**config.mk**
```make
export PLATFORM = sky130hd
export DESIGN_NAME = cpu_speed_mgr
export DESIGN_NICKNAME = d
export VERILOG_FILES = /design/src/rtl/pm_pkg.sv /design/src/rtl/pm_wake_detect.sv /design/src/rtl/pm_mode_fsm.sv /design/src/rtl/pm_clk_out.sv /design/src/rtl/cpu_speed_mgr.sv
export SDC_FILE = /design/constraint.sdc
export NUM_CORES = 1
export LEC_CHECK = 0
export BUFFER_PORTS_ARGS = -buffer_cell sky130_fd_sc_hd__buf_2
export CORE_AREA = 3 3 40 42
export DETAILED_ROUTE_END_ITERATION = 6
export DIE_AREA = 0 0 43 45
export RECOVER_POWER = 50
export SLEW_MARGIN = 20
export SYNTH_ARGS = -nofsm -noshare
export SYNTH_HDL_FRONTEND = slang
export SYNTH_HIERARCHICAL = 1
export SYNTH_SLANG_ARGS = --single-unit
```
**constraint.sdc**
```tcl
create_clock -name clk -period 1.2 [get_ports clk]
set_input_delay 0.06 -clock clk [delete_from_list [all_inputs] [get_ports clk]]
set_output_delay 0.06 -clock clk [all_outputs]
set_load 0.005 [all_outputs]
```
**src/rtl/pm_pkg.sv**
```systemverilog
package pm_pkg;
  typedef enum logic [1:0] {
    M_FULL = 2'd0,
    M_SLOW = 2'd1,
    M_STOP = 2'd2
  } pm_mode_e;
endpackage

```
**src/rtl/pm_wake_detect.sv**
```systemverilog
module pm_wake_detect #(
  parameter int VEC_W    = 4,
  parameter int TICK_VEC = 0
) (
  input  logic             inta_i,
  input  logic [VEC_W-1:0] inta_vec_i,
  input  logic             nmi_i,
  input  logic             button_i,
  input  logic             busmaster_i,
  output logic             wake_o
);
  localparam logic [VEC_W-1:0] TICK = VEC_W'(TICK_VEC);

  logic ack_wake;

  // an acknowledge counts as activity unless it is the periodic tick
  assign ack_wake = inta_i && (inta_vec_i != TICK);
  assign wake_o   = ack_wake || nmi_i || button_i || busmaster_i;
endmodule

```
**src/rtl/pm_mode_fsm.sv**
```systemverilog
module pm_mode_fsm
  import pm_pkg::*;
#(
  parameter int VEC_W    = 4,
  parameter int TICK_VEC = 0
) (
  input  logic             clk,
  input  logic             rst_n,
  input  logic             timeout_i,
  input  logic             halt_i,
  input  logic             intr_i,
  input  logic             wake_i,
  input  logic             stop_en_i,
  input  logic             inta_i,
  input  logic [VEC_W-1:0] inta_vec_i,
  input  logic             nmi_i,
  input  logic             button_i,
  input  logic             busmaster_i,
  output pm_mode_e         mode_o
);
  localparam logic [VEC_W-1:0] TICK = VEC_W'(TICK_VEC);

  pm_mode_e mode_q, mode_d;

  always_comb begin
    mode_d = mode_q;
    unique case (mode_q)
      M_FULL: if (timeout_i && !wake_i) mode_d = M_SLOW;
      M_SLOW: begin
        if (wake_i)                  mode_d = M_FULL;
        else if (halt_i && stop_en_i) mode_d = M_STOP;
      end
      M_STOP: begin
        if (wake_i)      mode_d = M_FULL;
        else if (intr_i) mode_d = M_SLOW;
      end
      default: mode_d = M_FULL;
    endcase
  end

  always_ff @(posedge clk or negedge rst_n) begin
    if (!rst_n) mode_q <= M_FULL;
    else        mode_q <= mode_d;
  end

  assign mode_o = mode_q;

  AST_FULL_HOLDS_WITHOUT_TIMEOUT: assert property (@(posedge clk) disable iff (!rst_n)
    (mode_q == M_FULL && !timeout_i) |=> mode_q == M_FULL);
  AST_WAKE_RETURNS_FULL: assert property (@(posedge clk) disable iff (!rst_n)
    wake_i |=> mode_q == M_FULL);
  AST_NO_DIRECT_STOP: assert property (@(posedge clk) disable iff (!rst_n)
    mode_q == M_FULL |=> mode_q != M_STOP);
  AST_STOP_NEEDS_ENABLE: assert property (@(posedge clk) disable iff (!rst_n)
    (mode_q == M_SLOW && !stop_en_i) |=> mode_q != M_STOP);
  AST_TICK_ACK_KEEPS_SLOW: assert property (@(posedge clk) disable iff (!rst_n)
    (mode_q == M_SLOW && inta_i && inta_vec_i == TICK && !nmi_i && !button_i
     && !busmaster_i && !halt_i) |=> mode_q == M_SLOW);
  AST_INTR_RESTARTS_SLOW: assert property (@(posedge clk) disable iff (!rst_n)
    (mode_q == M_STOP && intr_i && !wake_i) |=> mode_q == M_SLOW);
endmodule

```
**src/rtl/pm_clk_out.sv**
```systemverilog
module pm_clk_out
  import pm_pkg::*;
#(
  parameter int SEL_W = 3,
  parameter int DIV_W = 4
) (
  input  logic             clk,
  input  logic             rst_n,
  input  pm_mode_e         mode_i,
  input  logic [SEL_W-1:0] div_code_i,
  input  logic             pin_en_i,
  output logic [DIV_W-1:0] clk_div_o,
  output logic             clk_stop_o,
  output logic             speed_pin_o
);
  logic reduced;

  assign reduced     = (mode_i != M_FULL);
  assign clk_div_o   = reduced ? (DIV_W'(div_code_i) + DIV_W'(1)) : '0;
  assign clk_stop_o  = (mode_i == M_STOP);
  assign speed_pin_o = pin_en_i && reduced;

  AST_STOP_KEEPS_SLOW_DIV: assert property (@(posedge clk) disable iff (!rst_n)
    clk_stop_o |-> clk_div_o != '0);
  AST_PIN_OFF_WHEN_DISABLED: assert property (@(posedge clk) disable iff (!rst_n)
    !pin_en_i |-> !speed_pin_o);
endmodule

```
**src/rtl/cpu_speed_mgr.sv**
```systemverilog
module cpu_speed_mgr
  import pm_pkg::*;
#(
  parameter int VEC_W    = 4,
  parameter int TICK_VEC = 0,
  parameter int SEL_W    = 3,
  parameter int DIV_W    = $clog2((1 << SEL_W) + 1)
) (
  input  logic             clk,
  input  logic             rst_n,
  input  logic             idle_timeout_i,
  input  logic             halt_i,
  input  logic             intr_i,
  input  logic             nmi_i,
  input  logic             button_i,
  input  logic             inta_i,
  input  logic [VEC_W-1:0] inta_vec_i,
  input  logic             busmaster_i,
  input  logic             cfg_stop_on_halt_i,
  input  logic [SEL_W-1:0] cfg_slow_div_i,
  input  logic             cfg_speed_pin_en_i,
  output logic [DIV_W-1:0] clk_div_o,
  output logic             clk_stop_o,
  output logic             speed_pin_o
);
  logic     wake;
  pm_mode_e mode;

  pm_wake_detect #(.VEC_W(VEC_W), .TICK_VEC(TICK_VEC)) u_wake (
    .inta_i      (inta_i),
    .inta_vec_i  (inta_vec_i),
    .nmi_i       (nmi_i),
    .button_i    (button_i),
    .busmaster_i (busmaster_i),
    .wake_o      (wake)
  );

  pm_mode_fsm #(.VEC_W(VEC_W), .TICK_VEC(TICK_VEC)) u_fsm (
    .clk         (clk),
    .rst_n       (rst_n),
    .timeout_i   (idle_timeout_i),
    .halt_i      (halt_i),
    .intr_i      (intr_i),
    .wake_i      (wake),
    .stop_en_i   (cfg_stop_on_halt_i),
    .inta_i      (inta_i),
    .inta_vec_i  (inta_vec_i),
    .nmi_i       (nmi_i),
    .button_i    (button_i),
    .busmaster_i (busmaster_i),
    .mode_o      (mode)
  );

  pm_clk_out #(.SEL_W(SEL_W), .DIV_W(DIV_W)) u_out (
    .clk         (clk),
    .rst_n       (rst_n),
    .mode_i      (mode),
    .div_code_i  (cfg_slow_div_i),
    .pin_en_i    (cfg_speed_pin_en_i),
    .clk_div_o   (clk_div_o),
    .clk_stop_o  (clk_stop_o),
    .speed_pin_o (speed_pin_o)
  );

  AST_STOP_ONLY_FROM_HALT: assert property (@(posedge clk) disable iff (!rst_n)
    $rose(clk_stop_o) |-> $past(halt_i) && $past(cfg_stop_on_halt_i));
  AST_TIMEOUT_DROPS_SPEED: assert property (@(posedge clk) disable iff (!rst_n)
    (clk_div_o == '0 && idle_timeout_i && !wake) |=> clk_div_o != '0);
endmodule

```
==> results of run 1 <==
-- layout by cell type, fill, tap and decap left out, types with 2 or more instances in the layout --
cell type / Yosys / routed
nor2_1: 3 / 3
clkbuf_1: 0 / 2
nor2b_1: 2 / 2
o41ai_1: 2 / 2
dfrtp_1: 2 / 2
buf_2: 0 / 21
clkbuf_4: 0 / 3
-- power groups by stage --
| stage | clock network (uW) | registers [uW] | logic, uW |
|---|---|---|---|
| CTS | 159 | 69.3 | 52.6 |
| finish | 148 | 69.2 | 53.4 |
| global route | 162 | 69.2 | 61.3 |
| global placement | 0 | 70.0 | 49.3 |
| detailed placement | 0 | 70.0 | 50.0 |
| floorplan | 0 | 70.4 | 15.5 |
-- path summary, 6_finish.rpt --
check,end,cells after the start
max,clk_div_o[1],4
min,u_fsm/mode_o[0],3
max reg2reg,u_fsm/mode_o[0],3
min reg2reg,u_fsm/mode_o[0],1
max in group asynchronous,u_fsm/mode_o[0],2
min in group asynchronous,u_fsm/mode_o[1],2
-- stage by stage --
| step | utilization | setup TNS [ps] | cell area (um2) | instances | setup WS (ps) |
|---|---|---|---|---|---|
| 2_1_floorplan | - | 0 | 194 | 22 | 197 |
| 3_3_place_gp | 0.261 | 0 | 335 | 61 | 145 |
| 3_5_place_dp | 0.261 | 0 | 335 | 61 | 113 |
| 4_1_cts | 0.286 | 0 | 368 | 65 | 15.4 |
| 5_1_grt | 0.293 | -25.6 | 377 | 66 | -18.2 |
| 6_report | 0.293 | 0 | 377 | 66 | 61.4 |
-- critical path, cell delays in order (launching register included) --
cell and delay, ps:
dfrtp_1 390, buf_6 130, nor2_4 150, nor2b_1 60, buf_2 120
-- what timing repair did --
item | 4_1_cts | 5_1_grt
buffers inserted | 0 | 1
hold buffers | 1 | 0
pin swaps | 1 | 1
resized for setup | 0 | 1
endpoints found under the setup margin | 1 | 5
endpoints found under the hold margin | 2 | 0
-- layout make-up --
class | count | area, um2
sequential | 2 | 50.0
multi-input combinational | 20 | 144
fill | 136 | 908
clock buffer | 3 | 22.5
timing repair buffer | 26 | 141
tap | 15 | 18.8
-- kinds of logic (layout without fill, tap and decap cells) --
group | Yosys count | in the layout | synth area share
flip-flops | 2 | 2 | 0.258
XOR/XNOR | 1 | 1 | 0.0452
buffers and inverters | 0 | 29 | 0
AO/OA/AOI/OAI | 3 | 3 | 0.116
adder cells (fa/ha/maj) | 1 | 1 | 0.0645
AND/OR/NAND/NOR | 15 | 15 | 0.516
-- routing by layer --
| layer | vias to the layer above | part of all wire | global-route usage |
|---|---|---|---|
| met5 | - | 0 | 0 |
| met2 | 18 | 0.44 | 0.0808 |
| met4 | 0 | 0.020 | 0.0723 |
| met1 | 108 | 0.39 | 0.0769 |
| met3 | 2 | 0.14 | 0.0398 |
| li1 | 144 | - | - |
==> flow_summary_export.csv, run 1 <==
group,metric,value,unit
power,p_sw,58.5,uW
power,sw_frac_of_total,0.216,
timing,max-slew-margin-rel,0.819,
job,drv_cap,0,
global_route,overflow,0,
yosys,synth_top_area_cell,"dfrtp_1",
critical_path,end_kind,"primary output",
floorplan,dieArea,1940,um2
routing,vias,272,
finish,area.growth.synth_to_final,94.2,%
timing,worst_clock_skew,2.53,ps
routing,wl,601,um
hold_path,worstHoldPathType,"in2reg",
yosys,yosys.cell_types.count,17,
cts,path_clk_slew,30,ps
global_route,grt_max_degree,7,
routing,drt-pass1-iter-count,4,
power,p_seq_frac,0.256,
critical_path,crit_start,"u_fsm/mode_o[0]",
routing,ant_nets,0,
placed_design,routabilityCongestion,0.670,
yosys,synth_common_cells,"3 x nor2_1, 2 x dfrtp_1, 2 x nor2b_1, 2 x o41ai_1",
critical_path,critical_path_arrival,1080,ps
timing,hold-worst-slack,131,ps
routing,wl_per_cell,9.11,um
finish,nNetsFinal,72,
floorplan,initial_core_util,0.151,
timing,fin_crit,1140,ps
finish,drive_gt1_frac,0.588,
hold_path,worstHoldStart,"idle_timeout_i",
timing,rsz0062_at_grt,"yes",
global_route,grt_pass1_wl,903,um
finish,largest_register_ffs,2,
routing,drc,0,
yosys,syn_nets,41,
routing,initialDrtViolationCount,1,
global_route,antenna_found_initial,0,
power,power.leakage,0.000194,uW
yosys,synthCells,22,
floorplan,fp-row-count,13,
cts,cts.sinks,2,
power,p_int,212,uW
critical_path,worst-setup-path-type,"reg2out",
yosys,netlist_area,194,um2
floorplan,die-height,45,um
timing,fin_crit_sh,0.949,
timing,worst_slew_pin_slew,267,ps
yosys,postSynthAreaPerCell,8.82,um2
floorplan,coreArea,1280,um2
critical_path,worstReg2RegStart,"u_fsm/mode_o[0]",
floorplan,ios,24,
critical_path,cp.required,1140,ps
yosys,yosysMostFrequentCell,"nor2_1",
power,p_per_area,719,nW/um2
cts,numCtsBuffers,3,
finish,num_antenna_cells,0,
yosys,synthFlopType,"dfrtp_1",
global_route,grt_pass1_vias,213,
cts,cts_root_buffer,"clkbuf_4",
cts,cts_tree,"done",
yosys,synth_area_leaders,"dfrtp_1 26%, o41ai_1 9.0%, ha_1 6.5%",
timing,finalHoldViolCount,0,
floorplan,die_w,43,um
power,power.share.combinational,0.197,
yosys,yosys_warnings,6,
power,pwr-share-clk,0.547,
yosys,netlist.area_leader.share,0.258,
cts,cts_buffer_depth,2,
power,vdd_ir_drop_max,0.000391,V
timing,fmax,878,MHz
timing,finalSetupViolCount,0,
yosys,synth_seq_cells,2,
cts,ctsHtreeMaxLevel,1,
critical_path,start_kind,"register",
critical_path,rrSetupSlack,90,ps
timing,slew_viol_final,0,
global_route,grt_use_total,0.0674,
yosys,synth_edf_count,0,
yosys,ys_seq_area_frac,0.258,
critical_path,worstPathMaxFanout,5,
cts,insertion_delay,220,ps
yosys,async_flop_share,1.00,
power,power,271,uW
run_status,status,"complete, no violations",
placed_design,numPortBuffers,23,
routing,viasPerCell,4.12,
Note: power is estimated with default switching activity, not from simulation.
==> run 2, diff against run 1 <==
- SYNTH_HIERARCHICAL: 1 -> default
==> run 2 against run 1 <==
  * Critical path depth down 1
  * Non-clock buffer count down 2
  * Flip-flop and latch count unchanged
  * Clock power about the same
  * Global-route usage about the same
  * Critical endpoint is now clk_div_o[2]
==> flow_summary_export.csv, run 2 <==
group,metric,value,unit
power,p_per_area,781,nW/um2
global_route,antenna_found_initial,0,
yosys,synth_edf_count,0,
critical_path,worstPathMaxFanout,5,
global_route,grt_pass1_wl,917,um
yosys,yosysMostFrequentCell,"nor2_1",
yosys,synth_area_leaders,"dfrtp_1 27%, nor2_1 10%, o41ai_2 8.8%",
cts,post-cts-setup-buffers,0,
routing,wl,590,um
yosys,synth_common_cells,"5 x nor2_1, 2 x dfrtp_1, 2 x nand2_1, 2 x nor2b_1",
cts,ctsHtreeMaxLevel,1,
yosys,postSynthAreaPerCell,8.36,um2
cts,numCtsBuffers,3,
routing,drc,0,
critical_path,start_kind,"register",
yosys,yosys.cell_types.count,15,
global_route,grt_pass1_vias,262,
floorplan,dieArea,1940,um2
yosys,syn_nets,41,
floorplan,die_w,43,um
finish,area.growth.synth_to_final,89.1,%
yosys,ys_seq_area_frac,0.272,
yosys,async_flop_share,1.00,
placed_design,place_inst,60,
job,drv_cap,0,
timing,fin_crit_sh,0.907,
global_route,grt_max_degree,6,
cts,cts_tree,"done",
routing,viasPerCell,3.94,
yosys,synth_seq_cells,2,
finish,finalNonFillerCells,64,
floorplan,coreArea,1280,um2
cts,insertion_delay,220,ps
timing,max-slew-margin-rel,0.849,
finish,largest_register_ffs,2,
timing,tns,0,ps
timing,finalSetupViolCount,0,
power,vdd_ir_drop_max,0.000389,V
floorplan,die-height,45,um
finish,num_antenna_cells,0,
routing,initialDrtViolationCount,5,
finish,fin_util,0.271,
critical_path,end_kind,"primary output",
finish,final_cell_mix,"22 x buf_2, 4 x nor2_1, 3 x clkbuf_4",
yosys,synthCells,22,
hold_path,worstHoldPathType,"in2reg",
routing,wl_per_cell,9.22,um
timing,fin_crit,1090,ps
run_status,status,"complete, no violations",
timing,finalHoldViolCount,0,
cts,path_clk_slew,30,ps
cts,cts_root_buffer,"clkbuf_4",
timing,worst_clock_skew,0.770,ps
floorplan,initial_core_util,0.143,
power,power.leakage,0.000183,uW
placed_design,routabilityCongestion,0.669,
routing,vias,252,
floorplan,fp-row-count,13,
timing,rsz0062_at_grt,"no",
placed_design,numPortBuffers,23,
finish,nNetsFinal,70,
finish,mostFrequentLayoutCell,"buf_2",
global_route,overflow,0,
critical_path,worst-setup-path-type,"reg2out",
timing,fmax,919,MHz
yosys,netlist_area,184,um2
timing,worst_slew_pin_slew,225,ps
finish,drive_gt1_frac,0.571,
yosys,synthFlopType,"dfrtp_1",
routing,ant_nets,0,
floorplan,ios,24,
cts,cts_buffer_depth,2,
timing,slew_viol_final,0,
yosys,yosys_warnings,0,
global_route,grt_use_total,0.0674,
routing,drt-pass1-iter-count,3,
yosys,netlist.area_leader.share,0.272,
critical_path,critical_path_arrival,1030,ps
yosys,synth_top_area_cell,"dfrtp_1",
critical_path,cp.required,1140,ps
cts,cts.sinks,2,
## run 2: where the power goes
group | internal [uW] | switching [uW]
clock | 110 | 38.2
combinational | 33.3 | 20.3
sequential | 68.6 | 0.883
total | 212 | 59.3
## run 2: final timing paths
check | startpoint | endpoint | slack, ps | depth (start not counted)
worst min register to register | u_fsm.mode_o[1] | u_fsm.mode_o[0] | 600 | 2
max in group asynchronous | rst_n | u_fsm.mode_o[0] | 920 | 2
worst min-delay path | intr_i | u_fsm.mode_o[0] | 90 | 3
min in group asynchronous | rst_n | u_fsm.mode_o[1] | 150 | 2
worst max-delay path | u_fsm.mode_o[0] | clk_div_o[2] | 110 | 3
worst max register to register | u_fsm.mode_o[0] | u_fsm.mode_o[0] | 200 | 3
## run 2: area by class of cell
class	instances	area (um2)
Multi-Input combinational cell	20	133
Fill cell	145	937
Clock buffer	3	22.5
Sequential cell	2	50.0
Timing Repair Buffer	24	124
Tap cell	15	18.8
## run 2: routing by layer
| layer | wire length [um] | global-route usage | up-vias |
|---|---|---|---|
| li1 | - | - | 133 |
| met1 | 193 | 0.0602 | 111 |
| met2 | 346 | 0.117 | 8 |
| met3 | 51 | 0.0199 | 0 |
| met4 | 0 | 0.0723 | 0 |
| met5 | 0 | 0 | - |
## run 2: worst max-delay path, cell delays in order (launching register included)
cell     delay [ps]
dfrtp_1         410
nor2_2          200
nor2_1           70
buf_2           120
## run 2: kinds of logic (layout without fill, tap and decap cells)
kind of cell,count (synthesis),in the layout,share of synthesized area
DFF,2,2,0.272
buffers and inverters,0,27,0
and+or+nand+nor,14,14,0.395
xor gates and xnor gates,1,1,0.0476
adders and majority gates,1,1,0.0680
AOI/OAI and AO/OA,4,4,0.218
## run 2: repair_timing
item                       CTS  global route
hold buffers                 1             0
hold endpoints to repair     2             0
gates resized for setup      1             0
setup endpoints to repair    5             0
## run 2: stage by stage
| step | hold WS [ps] | area (um2) | setup slack, ps | total power (uW) |
|---|---|---|---|---|
| after floorplan | -236 | 184 | 293 | 87.0 |
| after global placement | -151 | 318 | 238 | 122 |
| after detailed placement | -153 | 318 | 228 | 123 |
| after CTS | 86.8 | 353 | 74.4 | 287 |
| after global routing | 105 | 348 | 15.5 | 293 |
| final | 91.7 | 348 | 111 | 272 |
==> run 3, diff against run 2 <==
- clock period: 1.2 -> 1.33 ns (I/O delays scaled with it)
==> run 3 against run 2 <==
  * First-iteration DRC count fell by 20%
  * Clock power fell by 9%
  * Die area stayed put
  * Setup slack improved by 18 ps
  * Worst hold slack gained 1.8 ps
  * Global-route usage up 0.17 points
  * Total power fell by 9.1%
  * Critical path type unchanged
  * Critical endpoint is now clk_div_o[3]
  * Largest cell class unchanged
  * Highest routed layer is now met4
==> flow_summary_export.csv, run 3 (same netlist as run 2, synthesis figures left out) <==
group,metric,value,unit
run_status,status,"complete, no violations",
timing,max-slew-margin-rel,0.777,
cts,post-cts-setup-buffers,0,
finish,area.growth.synth_to_final,87.8,%
critical_path,critical_path_arrival,1130,ps
finish,largest_register_ffs,2,
cts,path_clk_slew,30,ps
timing,fin_crit,1200,ps
global_route,overflow,0,
cts,cts_resized,0,
floorplan,dieArea,1940,um2
floorplan,fp-row-count,13,
critical_path,end_kind,"primary output",
global_route,grt_pass1_wl,903,um
floorplan,ios,24,
finish,nFillCells,147,
cts,numCtsBuffers,3,
placed_design,routabilityCongestion,0.672,
finish,num_antenna_cells,0,
timing,rsz0062_at_grt,"no",
critical_path,worstPathMaxFanout,5,
cts,cts_root_buffer,"clkbuf_4",
global_route,grt_use_total,0.0691,
critical_path,worst-setup-path-type,"reg2out",
floorplan,die_w,43,um
timing,fin_crit_sh,0.903,
routing,viasPerCell,3.94,
routing,wl_per_cell,9.31,um
finish,fin_util,0.269,
routing,drt-pass1-iter-count,2,
power,p_int,192,uW
power,power.leakage,0.000182,uW
routing,initialDrtViolationCount,4,
power,p_sw,55.3,uW
cts,cts_buffer_depth,2,
timing,fmax,833,MHz
cts,ctsHtreeMaxLevel,1,
power,power.share.combinational,0.196,
floorplan,die-height,45,um
floorplan,coreArea,1280,um2
routing,wl,596,um
global_route,grt_max_degree,6,
finish,mostFrequentLayoutCell,"buf_2",
timing,worst_clock_skew,0.351,ps
cts,cts.sinks,2,
routing,vias,252,
power,p_seq_frac,0.254,
cts,insertion_delay,220,ps
power,vdd_ir_drop_max,0.000333,V
power,pwr-share-clk,0.551,
hold_path,worstHoldPathType,"in2reg",
global_route,antenna_found_initial,0,
routing,ant_nets,0,
timing,slew_viol_final,0,
cts,cts_hold_buffers,1,
timing,finalHoldViolCount,0,
job,drv_cap,0,
global_route,grt_pass1_vias,248,
timing,finalSetupViolCount,0,
critical_path,start_kind,"register",
finish,final_cell_mix,"22 x buf_2, 5 x nor2_1, 3 x clkbuf_4",
finish,nNetsFinal,70,
cts,cts_tree,"done",
placed_design,numPortBuffers,23,
routing,drc,0,
critical_path,cp.required,1260,ps
timing,tns,0,ps
power,p_per_area,715,nW/um2
finish,drive_gt1_frac,0.551,
timing,worst_slew_pin_slew,333,ps
power,sw_frac_of_total,0.224,
floorplan,initial_core_util,0.143,
-- run 3: worst paths after layout --
path	startpoint	to	slack, ps	cells after the start
worst min-delay path	intr_i	u_fsm.mode_o[0]	90	3
worst max register to register	u_fsm.mode_o[0]	u_fsm.mode_o[0]	360	3
worst min register to register	u_fsm.mode_o[1]	u_fsm.mode_o[0]	580	2
worst max-delay path	u_fsm.mode_o[0]	clk_div_o[3]	130	3
max in group asynchronous	rst_n	u_fsm.mode_o[1]	1060	2
min in group asynchronous	rst_n	u_fsm.mode_o[0]	150	2
-- run 3: cell type report --
class                      instances  area [um2]  area share
tap                               15        18.8      0.0543
timing repair buffer              24         124       0.359
clock buffer                       3        22.5      0.0652
multi-input combinational         20         130       0.377
sequential                         2        50.0       0.145
-- run 3: critical path, cell delays in order (launching register included) --
cell and delay [ps]:
dfrtp_1 400, nor2_1 290, nor2_1 90, buf_2 130
-- run 3: through the flow --
step | cell area [um2] | power [uW] | cells | setup slack (ps) | hold WS [ps]
2_1_floorplan | 184 | 78.5 | 22 | 423 | -229
3_3_place_gp | 318 | 110 | 60 | 360 | -144
3_5_place_dp | 318 | 111 | 60 | 352 | -147
4_1_cts | 350 | 258 | 64 | 99.1 | 92.6
5_1_grt | 345 | 262 | 64 | 21.3 | 109
6_report | 345 | 247 | 64 | 130 | 93.5
-- run 3: layer usage --
layer | global-route usage | up-vias | share of wire
met4 | 0.0904 | 0 | 0.029
met1 | 0.0578 | 106 | 0.31
met5 | 0 | - | 0
met3 | 0.0159 | 2 | 0.084
met2 | 0.120 | 10 | 0.57
li1 | - | 134 | -
-- run 3: power by group through the flow --
stage / Sequential, uW / Clock (uW) / Combinational, uW
final: 62.6 / 136 / 48.2
after global routing: 62.7 / 145 / 54.3
after CTS: 62.6 / 146 / 49.7
after detailed placement: 63.2 / 0 / 47.5
after global placement: 63.1 / 0 / 46.8
after floorplan: 63.1 / 0 / 15.5
